**src/rtl/irq_recog_pkg.sv**
```systemverilog
package irq_recog_pkg;

   // Location assigned to fixed request line idx.
   function automatic int unsigned fix_loc(input int unsigned idx,
                                           input int unsigned base,
                                           input int unsigned stride);
      return base + stride * idx;
   endfunction

   // Width of a down-counter able to hold n.
   function automatic int unsigned cnt_width(input int unsigned n);
      return (n < 2) ? 1 : $clog2(n + 1);
   endfunction

endpackage

```
**src/rtl/irq_pend_cell.sv**
```systemverilog
module irq_pend_cell (
   input  logic clk,
   input  logic rst_n,
   input  logic req,
   input  logic ack,
   output logic pend
);
   logic prev_q;
   logic pend_q;
   logic rise;

   assign rise = req & ~prev_q;

   always_ff @(posedge clk or negedge rst_n) begin
      if (!rst_n) begin
         prev_q <= 1'b0;
         pend_q <= 1'b0;
      end else begin
         prev_q <= req;
         // a fresh edge wins over an acknowledge in the same cycle
         pend_q <= (pend_q & ~ack) | rise;
      end
   end

   assign pend = pend_q;
endmodule

```
**src/rtl/irq_en_gate.sv**
```systemverilog
module irq_en_gate #(
   parameter int unsigned GRACE = 1
) (
   input  logic clk,
   input  logic rst_n,
   input  logic en_set,
   input  logic en_clr,
   input  logic jst_clr,
   input  logic instr_done,
   output logic en_eff,
   output logic blocked
);
   import irq_recog_pkg::*;

   localparam int unsigned GW = cnt_width(GRACE);

   logic en_q;

   always_ff @(posedge clk or negedge rst_n) begin
      if (!rst_n)       en_q <= 1'b0;
      else if (en_clr)  en_q <= 1'b0;
      else if (jst_clr) en_q <= 1'b0;
      else if (en_set)  en_q <= 1'b1;
   end

   // enable as seen by the boundary being evaluated this cycle
   assign en_eff = en_q & ~en_clr & ~jst_clr;

   generate
      if (GRACE == 0) begin : g_no_grace
         assign blocked = en_set;
      end else begin : g_grace
         logic [GW-1:0] grace_q;
         always_ff @(posedge clk or negedge rst_n) begin
            if (!rst_n)
               grace_q <= '0;
            else if (en_set)
               grace_q <= GW'(GRACE);
            else if (instr_done && (grace_q != '0))
               grace_q <= grace_q - 1'b1;
         end
         assign blocked = en_set | (grace_q != '0);
      end
   endgenerate
endmodule

```
**src/rtl/irq_prio_sel.sv**
```systemverilog
module irq_prio_sel #(
   parameter int unsigned N_FIX      = 2,
   parameter int unsigned AW         = 16,
   parameter int unsigned LOC_BASE   = 2,
   parameter int unsigned LOC_STRIDE = 4
) (
   input  logic [N_FIX-1:0] pend,
   input  logic             vec_req,
   input  logic [AW-1:0]    vec_addr,
   output logic             any,
   output logic [N_FIX-1:0] sel_fix,
   output logic             sel_vec,
   output logic [AW-1:0]    loc
);
   import irq_recog_pkg::*;

   logic [N_FIX-1:0] above;
   logic             any_fix;

   generate
      for (genvar i = 0; i < N_FIX; i++) begin : g_chain
         if (i == 0) begin : g_top
            assign above[i] = 1'b0;
         end else begin : g_rest
            assign above[i] = above[i-1] | pend[i-1];
         end
         assign sel_fix[i] = pend[i] & ~above[i];
      end
   endgenerate

   assign any_fix = |pend;
   assign sel_vec = vec_req & ~any_fix;
   assign any     = any_fix | vec_req;

   always_comb begin
      loc = vec_addr;
      for (int i = N_FIX - 1; i >= 0; i--) begin
         if (pend[i]) loc = AW'(fix_loc(i, LOC_BASE, LOC_STRIDE));
      end
   end
endmodule

```
**src/rtl/irq_recog_ctl.sv**
```systemverilog
module irq_recog_ctl #(
   parameter int unsigned N_FIX      = 2,
   parameter int unsigned AW         = 16,
   parameter int unsigned LOC_BASE   = 2,
   parameter int unsigned LOC_STRIDE = 4,
   parameter int unsigned GRACE      = 1
) (
   input  logic             clk,
   input  logic             rst_n,
   input  logic [N_FIX-1:0] fix_req,
   input  logic             vec_req,
   input  logic [AW-1:0]    vec_addr,
   input  logic             en_set,
   input  logic             en_clr,
   input  logic             run_mode,
   input  logic             stop_sw,
   input  logic             instr_done,
   input  logic             jst_exec,
   output logic             take_int,
   output logic [AW-1:0]    int_loc,
   output logic             int_cycle,
   output logic [N_FIX-1:0] ack_fix,
   output logic             ack_vec
);
   import irq_recog_pkg::*;

   localparam longint unsigned LAST_LOC =
      longint'(LOC_BASE) + longint'(LOC_STRIDE) * longint'(N_FIX - 1);

   generate
      if (N_FIX < 1) begin : g_bad_nfix
         $error("N_FIX must be at least 1");
      end
      if (AW < 2 || AW > 32) begin : g_bad_aw
         $error("AW out of range");
      end
      if (LAST_LOC >= (64'd1 << AW)) begin : g_bad_loc
         $error("fixed locations do not fit in AW bits");
      end
   endgenerate

   logic [N_FIX-1:0] pend;
   logic [N_FIX-1:0] sel_fix;
   logic             sel_vec;
   logic             any_req;
   logic [AW-1:0]    sel_loc;
   logic             en_eff;
   logic             blocked;
   logic             jst_clr;
   logic             go;

   logic             take_q;
   logic [AW-1:0]    loc_q;
   logic             icyc_q;
   logic [N_FIX-1:0] ackf_q;
   logic             ackv_q;

   assign jst_clr = icyc_q & instr_done & jst_exec;

   generate
      for (genvar i = 0; i < N_FIX; i++) begin : g_pend
         irq_pend_cell u_cell (
            .clk  (clk),
            .rst_n(rst_n),
            .req  (fix_req[i]),
            .ack  (go & sel_fix[i]),
            .pend (pend[i])
         );
      end
   endgenerate

   irq_prio_sel #(
      .N_FIX     (N_FIX),
      .AW        (AW),
      .LOC_BASE  (LOC_BASE),
      .LOC_STRIDE(LOC_STRIDE)
   ) u_sel (
      .pend    (pend),
      .vec_req (vec_req),
      .vec_addr(vec_addr),
      .any     (any_req),
      .sel_fix (sel_fix),
      .sel_vec (sel_vec),
      .loc     (sel_loc)
   );

   irq_en_gate #(
      .GRACE(GRACE)
   ) u_en (
      .clk       (clk),
      .rst_n     (rst_n),
      .en_set    (en_set),
      .en_clr    (en_clr),
      .jst_clr   (jst_clr),
      .instr_done(instr_done),
      .en_eff    (en_eff),
      .blocked   (blocked)
   );

   assign go = instr_done & en_eff & ~blocked & run_mode & ~stop_sw & any_req;

   always_ff @(posedge clk or negedge rst_n) begin
      if (!rst_n) begin
         take_q <= 1'b0;
         loc_q  <= '0;
         icyc_q <= 1'b0;
         ackf_q <= '0;
         ackv_q <= 1'b0;
      end else begin
         take_q <= go;
         ackf_q <= go ? sel_fix : '0;
         ackv_q <= go & sel_vec;
         if (go)              loc_q <= sel_loc;
         if (go)              icyc_q <= 1'b1;
         else if (instr_done) icyc_q <= 1'b0;
      end
   end

   assign take_int  = take_q;
   assign int_loc   = loc_q;
   assign int_cycle = icyc_q;
   assign ack_fix   = ackf_q;
   assign ack_vec   = ackv_q;
endmodule

```
**config.mk**
```make
export PLATFORM = sky130hd
export DESIGN_NAME = irq_recog_ctl
export DESIGN_NICKNAME = d
export VERILOG_FILES = /design/src/rtl/irq_recog_pkg.sv /design/src/rtl/irq_pend_cell.sv /design/src/rtl/irq_en_gate.sv /design/src/rtl/irq_prio_sel.sv /design/src/rtl/irq_recog_ctl.sv
export SDC_FILE = /design/constraint.sdc
export NUM_CORES = 1
export LEC_CHECK = 0
export BUFFER_PORTS_ARGS = -buffer_cell sky130_fd_sc_hd__buf_2
export CAP_MARGIN = 25
export CORE_ASPECT_RATIO = 1.25
export CORE_UTILIZATION = 49
export DETAILED_ROUTE_END_ITERATION = 10
export PLACE_DENSITY = 0.83
export SLEW_MARGIN = 20
export SYNTH_ARGS = -nofsm -noshare
export SYNTH_HDL_FRONTEND = slang
export SYNTH_SLANG_ARGS = --single-unit
export TNS_END_PERCENT = 10
```
**constraint.sdc**
```tcl
create_clock -name clk -period 5.1 [get_ports clk]
set_clock_uncertainty 0.1 [all_clocks]
set_input_delay 1.02 -clock clk [delete_from_list [all_inputs] [get_ports clk]]
set_output_delay 1.02 -clock clk [all_outputs]
set_load 0.02 [all_outputs]
```
* Word-level counts from Yosys, hierarchy flattened
Index checks and enable logic that the tools add are counted.
Storage, ports and cells: register bits after elaboration 27, input port bits 27, output and inout bits 21
Cells by class: add/sub/neg operators 1, mux-type cells 10, bitwise operators 32, reductions and logical operators 5
Operators by type and width (number):
- 16-bit 2-to-1 mux | 2
- 1-bit bitwise AND | 18
- 1-bit inverter | 10
- 1-bit 2-to-1 mux | 7
- 1-bit OR | 4
- 2-bit nonzero test | 2
- 3-bit nonzero test | 1
- 2-bit 2-to-1 mux | 1
- 2-bit OR reduction | 1
- 1-bit logical AND | 1
- 1-bit subtractor (second input constant) | 1

* Depth between registers and ports, before layout
Gate-level depths: netlist (run 1).
depth in word-level cells 13, depth in mapped cells 5

* Hierarchy
From an unflattened synthesis (run 1), not the netlist that was laid out.
Second synthesis, totals: cells, all modules 89, area, all modules 1209.9 um^2
By module, submodules not included:
- irq_recog_ctl | times used 1, cells an instance 47, area each 782.0 um^2, sequential area each 525.5 um^2
- irq_prio_sel | times used 1, cells an instance 24, area each 192.7 um^2, sequential area each 0.0 um^2
- irq_pend_cell | times used 2, cells an instance 5, area each 70.1 um^2, sequential area each 50.0 um^2
- irq_en_gate | times used 1, cells an instance 8, area each 95.1 um^2, sequential area each 50.0 um^2

* Worst setup path after synthesis (run 1)
OpenSTA, ideal clock, no wires.
path type input port to flip-flop, start point in run_mode, end point reg loc_q[0] (netlist: int_loc[0]), setup time 0.121 ns, arrival time 2.310 ns, slack 2.569 ns, cell stages on the path 5, path through or2b_2 -> or4b_1 -> buf_6 -> buf_8 -> a22o_1
Between the ends: longest elaborated chain between the ends 3
Ends and longest elaborated chain:
- start, declared | RTL line irq_recog_ctl.sv:15 | input logic run_mode,
- 1-bit bitwise AND (3 in series) | RTL line irq_recog_ctl.sv:100 | assign go = instr_done & en_eff & ~blocked & run_mode & ~stop_sw & any_req;
- end signal, assigned | RTL line irq_recog_ctl.sv:113 | if (go) loc_q <= sel_loc;
- end, declared | RTL line irq_recog_ctl.sv:53 | logic [AW-1:0] loc_q;
No other way between the ends. A chain may end at the register's enable or synchronous reset.

* Worst setup path in the final report (run 1)
start point in en_set, end point reg loc_q[2] (netlist: int_loc[2])
Between the ends: longest elaborated chain between the ends 6
Ends and longest elaborated chain:
- start, declared | RTL line irq_recog_ctl.sv:13 | input logic en_set,
- 1-bit OR | RTL line irq_en_gate.sv:42 | assign blocked = en_set | (grace_q != '0);
- 1-bit inverter | RTL line irq_recog_ctl.sv:100
- 1-bit bitwise AND (4 in series) | RTL line irq_recog_ctl.sv:100
No other way between the ends.

==> results of run 1 <==
==> kinds of logic after synthesis <==
family | count (synthesis)
compound gates | 22
buf+inv | 10
flops | 27
mux | 1
simple gates | 17
==> synthesized netlist by cell type <==
cell	instances
a22o_2	6
inv_1	7
a21o_1	1
dfrtp_1	27
nand4bb_4	1
a22o_1	8
buf_6	2
nor4_1	2
and3_2	1
and2_1	1
or3_1	2
nor4_4	1
buf_8	1
nor2_1	2
or2b_2	1
nor3_1	2
mux2_2	1
a22oi_1	1
o22ai_1	1
a31oi_1	1
or4b_1	2
o21ai_0	2
a21oi_1	1
o21a_1	1
nor2b_1	1
and4_1	1
==> critical path, stage by stage <==
cell and delay, ps:
buf_2 110, nand4bb_4 260, or4b_1 830, mux2_2 370
==> per-stage QoR <==
stage / total power, mW / util / hold WS, ps / cells / setup slack, ps
after floorplan: 0.2265 / - / 309.5 / 77 / 2569
after global placement: 0.2420 / 0.6426 / 316.2 / 141 / 2306
after detailed placement: 0.2426 / 0.6426 / 333.3 / 141 / 2269
after CTS: 0.3275 / 0.6556 / 349.2 / 145 / 2606
after global routing: 0.3390 / 0.6556 / 362.9 / 145 / 2558
final: 0.3231 / 0.6556 / 344.0 / 145 / 2608
==> where the power goes <==
part	switching, mW	internal, mW	total, mW
sequential	0.00131	0.216	0.217
clock	0.0546	0.0305	0.0850
combinational	0.0105	0.0102	0.0206
total	0.0664	0.257	0.323
==> layer usage <==
layer,part of all wire,global-route usage,vias up
li1,-,-,381
met4,0,0.04545,0
met1,0.43,0.2203,376
met5,0,0,-
met2,0.49,0.3159,36
met3,0.080,0.03960,0
==> sequential cells by signal, indices dropped and copies added, names as in the netlist <==
register and count:
take_int 1, g_pend.u_cell.pend 2, ack_vec 1, int_loc 16, int_cycle 1, u_en.en_q 1, g_pend.u_cell.prev_q 2, u_en.g_grace.grace_q 1
ack_fix 2
==> layout make-up <==
| class | instances | area share |
|---|---|---|
| Tap cell | 20 | 0.01883 |
| Clock buffer | 4 | 0.01977 |
| Timing Repair Buffer | 47 | 0.1770 |
| Sequential cell | 27 | 0.5085 |
| Inverter | 7 | 0.01977 |
| Multi-Input combinational cell | 40 | 0.2561 |
==> path summary, 6_finish.rpt <==
path / to / slack [ps] / depth (start not counted)
max: int_loc[2] / 2610 / 4
min: g_pend[0].u_cell.pend / 340 / 1
max reg2reg: int_loc[2] / 3060 / 3
min reg2reg: g_pend[0].u_cell.pend / 340 / 1
max in group asynchronous: int_loc[4] / 3940 / 1
min in group asynchronous: int_loc[14] / 590 / 1
==> out/qor.csv, run 1 <==
metric,value,unit
status,finished with violations,
violations,design-rule violations,
placed_area,1303,sq um
synth_top_area_frac,0.6257,
core_area,2027,sq um
finalCritPeriodShare,0.4886,
worstHoldStart,g_pend[0].u_cell.prev_q,
start_util,0.5327,
maxCapViolCount,0,
worst-endpoint-required,5200,ps
max_slew_margin,0.4848,
setup_viol_count_final,0,
cts_max_level,1,
antenna_found_initial,0,
routedWlPerCell,13.46,um
wirelength,1.951,mm
die_x,43.99,um
reg2reg_from,u_en.g_grace.grace_q,
max_freq,0.4013,GHz
nets,153,
routed_via_density,5.469,
power_leakage,0.7374,nW
gp_congestion,0.6723,
die_h,54.49,um
yosysTopAreaCell,dfrtp_1,
worst-endpoint-arrival,2600,ps
tns,0,ps
hpwl,1.440,mm
cts_hold_buf,0,
antennaDiodeCount,0,
vias,793,
die-area,2397,sq um
synth_warnings,0,
syn_to_final_growth,23.06,%
rows,18,
period_minus_slack,2492,ps
ant_nets,0,
hold_class,flop to flop,
grt_usage,0.1778,
cts-resized-gates,0,
post_synth_fa_ha_maj_area_fraction,0,
ys_seq_area_frac,0.6257,
worst_setup_path_start_kind,input port,
numClockSinks,27,
clk_path_buf_depth,2,
finalMaxSlewViolations,0,
synth_top_family_by_area,compound AO/OA/AOI/OAI gates,
num_io_pins,48,
ir_drop,0.1699,mV
netlist_area,1080,sq um
fillers,166,
clock_latency,300,ps
first_pass_iters,9,
critical_path_class,input port to flop,
hold_violations,0,
end_kind,flop,
port_buffers,47,
grt-ovfl-total,0,
ys_top_cells_by_area,"dfrtp_1 63%, a22o_1 6.5%, a22o_2 5.6%",
synth-compound-area-share,0.1669,
multi_input_comb_area,340.3,sq um
synth_cell_types,26,
startpoint,en_set,
synthXorXnorAreaFrac,0,
grt_pass1_wl,3.139,mm
cp_max_fo,17,
powerDensity,243.2,nW/um^2
synth_nets,104,
finalInstanceArea,1329,sq um
final_cell_mix,"47 x buf_2, 27 x dfrtp_1, 8 x a22o_1",
worstMarginPinSlew,767.0,ps
synthMuxAreaShare,0.01043,
drt_iter0_markers,10,
syn_inst,77,
root_buffer,clkbuf_4,
synth-simple-area-share,0.1379,
grt_max_degree,28,
grt_pass1_vias,759,
post_cts_buffers,0,
synth-seq-cells,27,
drive_above_1_share,0.4880,
rsz0062_at_grt,no,
postSynthAreaPerCell,14.02,sq um
cts_tree,done,
drc_errors,5,
register_area,675.6,sq um
clkTransAtPathRegs,130,ps
mostFrequentLayoutCell,buf_2,
cts_buffers,3,
Power figures use the tool's default switching activity.
==> run 2: changes to the inputs <==
- CORE_UTILIZATION: 49 -> 45
- PLACE_DENSITY: 0.83 -> 0.77
- clock period: 5.1 -> 2.3 ns (I/O delays scaled with it)
==> out/qor.csv, run 2 (synthesis gave the netlist of run 1 again) <==
metric,value,unit,change
status,"complete, no violations",,
largest_reg_flops,16,,unchanged
finalMaxSlewViolations,0,,unchanged
cts_tree,done,,
die_x,45.82,um,+4.2%
switching_share,0.2120,,+0.006546
hold_class,input port to asynchronous set/reset pin,,
grt_usage,0.1759,,-0.001907
cts_hold_buf,0,,unchanged
worst-endpoint-arrival,1980,ps,-620 ps
numClockSinks,27,,unchanged
power_leakage,0.7497,nW,+1.7%
hpwl,1.536,mm,+6.7%
nets,155,,+1.3%
start_util,0.4832,,-0.04951
die-area,2601,sq um,+8.5%
ir_drop,0.4152,mV,+140%
finalCritPeriodShare,0.8135,,
clk_path_buf_depth,2,,unchanged
max_freq,0.5344,GHz,
wl_met2,986,um,+3.4%
post_cts_buffers,0,,unchanged
port_buffers,47,,unchanged
r2r_cells,4,,+1
drt_iter0_markers,12,,+2
clock_latency,310,ps,about the same
cp_max_fo,17,,unchanged
final_cell_mix,"47 x buf_2, 27 x dfrtp_1, 8 x a22o_1",,
grt-ovfl-total,0,,unchanged
stdcell_count,158,,+9.0%
reg2reg_from,u_en.g_grace.grace_q,,
antennaDiodeCount,0,,unchanged
multi_input_comb_area,340.3,sq um,unchanged
period_minus_slack,1871,ps,
worst-endpoint-required,2410,ps,-2790 ps
grt_max_degree,28,,unchanged
power_frac_seq,0.671,,-0.002
timing.rr.end,int_loc[2],,
cp_slowest_stage_delay,550,ps,-280 ps
fillers,229,,+38%
routed_via_density,5.114,,-6.5%
setup_viol_count_final,0,,unchanged
antenna_found_initial,0,,unchanged
register_area,675.6,sq um,unchanged
syn_to_final_growth,25.84,%,
cts_buffers,3,,unchanged
maxCapViolCount,0,,unchanged
clockPowerShare,0.266,,+0.003
p_sw,0.1525,mW,+130%
clkTransAtPathRegs,130,ps,about the same
hold_violations,0,,unchanged
rows,19,,+1
root_buffer,clkbuf_4,,
ant_nets,0,,unchanged
placed_cells,154,,+9.2%
cts-resized-gates,0,,unchanged
critical_path_class,flop to flop,,
p_comb_frac,0.063,,about the same
worstPathCellList,nand4bb_4 -> or4b_1 -> buf_4 -> mux2_2,,
drive_above_1_share,0.5039,,+0.01594
first_pass_iters,4,,-5
wirelength,1.976,mm,+1.3%
num_io_pins,48,,unchanged
worstMarginPinSlew,630.6,ps,-136.3 ps
grt_pass1_vias,798,,+5.1%
core_area,2235,sq um,+10%
dr_wl_met3,143,um,-8.9%
max_slew_margin,0.5757,,+0.09085
tns,0,ps,unchanged
p_int,0.5669,mW,+120%
die_h,56.77,um,+4.2%
powerDensity,529.4,nW/um^2,+120%
grt_pass1_wl,3.339,mm,+6.4%
cts_max_level,1,,unchanged
reg2reg_slack,430,ps,-2630 ps
worst_setup_path_start_kind,flop,,
topRoutingLayerUsed,met4,,
met1Wirelength,830,um,-1.1%
mostFrequentLayoutCell,buf_2,,
gp_congestion,0.6875,,+2.3%
end_kind,flop,,
vias,808,,+1.9%
cpMaxStageDelayCell,or4b_1,,
routedWlPerCell,12.51,um,-7.1%
drc_errors,0,,-5
rsz0062_at_grt,no,,
run 2: cell types whose count changed in the layout (fill, tap and decap cells not counted):
cell and delta:
clkbuf_1 -1, clkinv_2 +1, buf_4 +2
run 2: cell type report:
class                   count  area share
flip-flops and latches     27      0.4972
multi-input cells          40      0.2505
repair buffers             49      0.1842
well taps                  31     0.02855
inverters                   7     0.01934
clock buffers               3     0.01657
clock inverters             1    0.003683
run 2: worst max path at each step:
stage | startpoint | cells past startpoint | slack, ps | end
detailed placement | en_set | 5 | 200 | int_loc[2]
floorplan | run_mode | 5 | 330 | int_loc[0]
global placement | en_set | 5 | 240 | int_loc[2]
finish | u_en.g_grace.grace_q | 4 | 430 | int_loc[2]
global route | g_pend[1].u_cell.pend | 4 | 310 | int_loc[13]
CTS | g_pend[1].u_cell.pend | 4 | 410 | int_loc[5]
run 2: worst max-delay path, delay by kind of cell (launching register included):
| family | cells | cell delay, ps |
|---|---|---|
| buffers and inverters | 1 | 210 |
| AND/OR/NAND/NOR | 2 | 790 |
| multiplexers | 1 | 270 |
| flip-flops | 1 | 410 |
run 2: per-stage QoR:
stage	setup slack (ps)	area, sq um	util	hold slack [ps]	power, mW
global placement	241.9	1331	0.5957	312.4	0.5367
CTS	412.1	1359	0.6081	29.84	0.7299
floorplan	328.8	1080	-	64.41	0.5023
finish	428.9	1359	0.6081	15.49	0.7193
detailed placement	201.2	1331	0.5957	324.5	0.5380
global route	309.1	1359	0.6081	39.60	0.7639
run 2: power by group through the flow:
stage	clock [mW]	combinational, mW	sequential, mW
after global routing	0.229	0.0521	0.483
after global placement	0	0.0455	0.491
final	0.192	0.0453	0.482
after CTS	0.201	0.0468	0.482
after detailed placement	0	0.0465	0.491
after floorplan	0	0.0111	0.491
run 2: per-layer routing:
metal	vias up	global-route usage
met2	37	0.3000
met3	2	0.02894
met1	382	0.2093
met4	0	0.07563
met5	-	0
li1	387	-
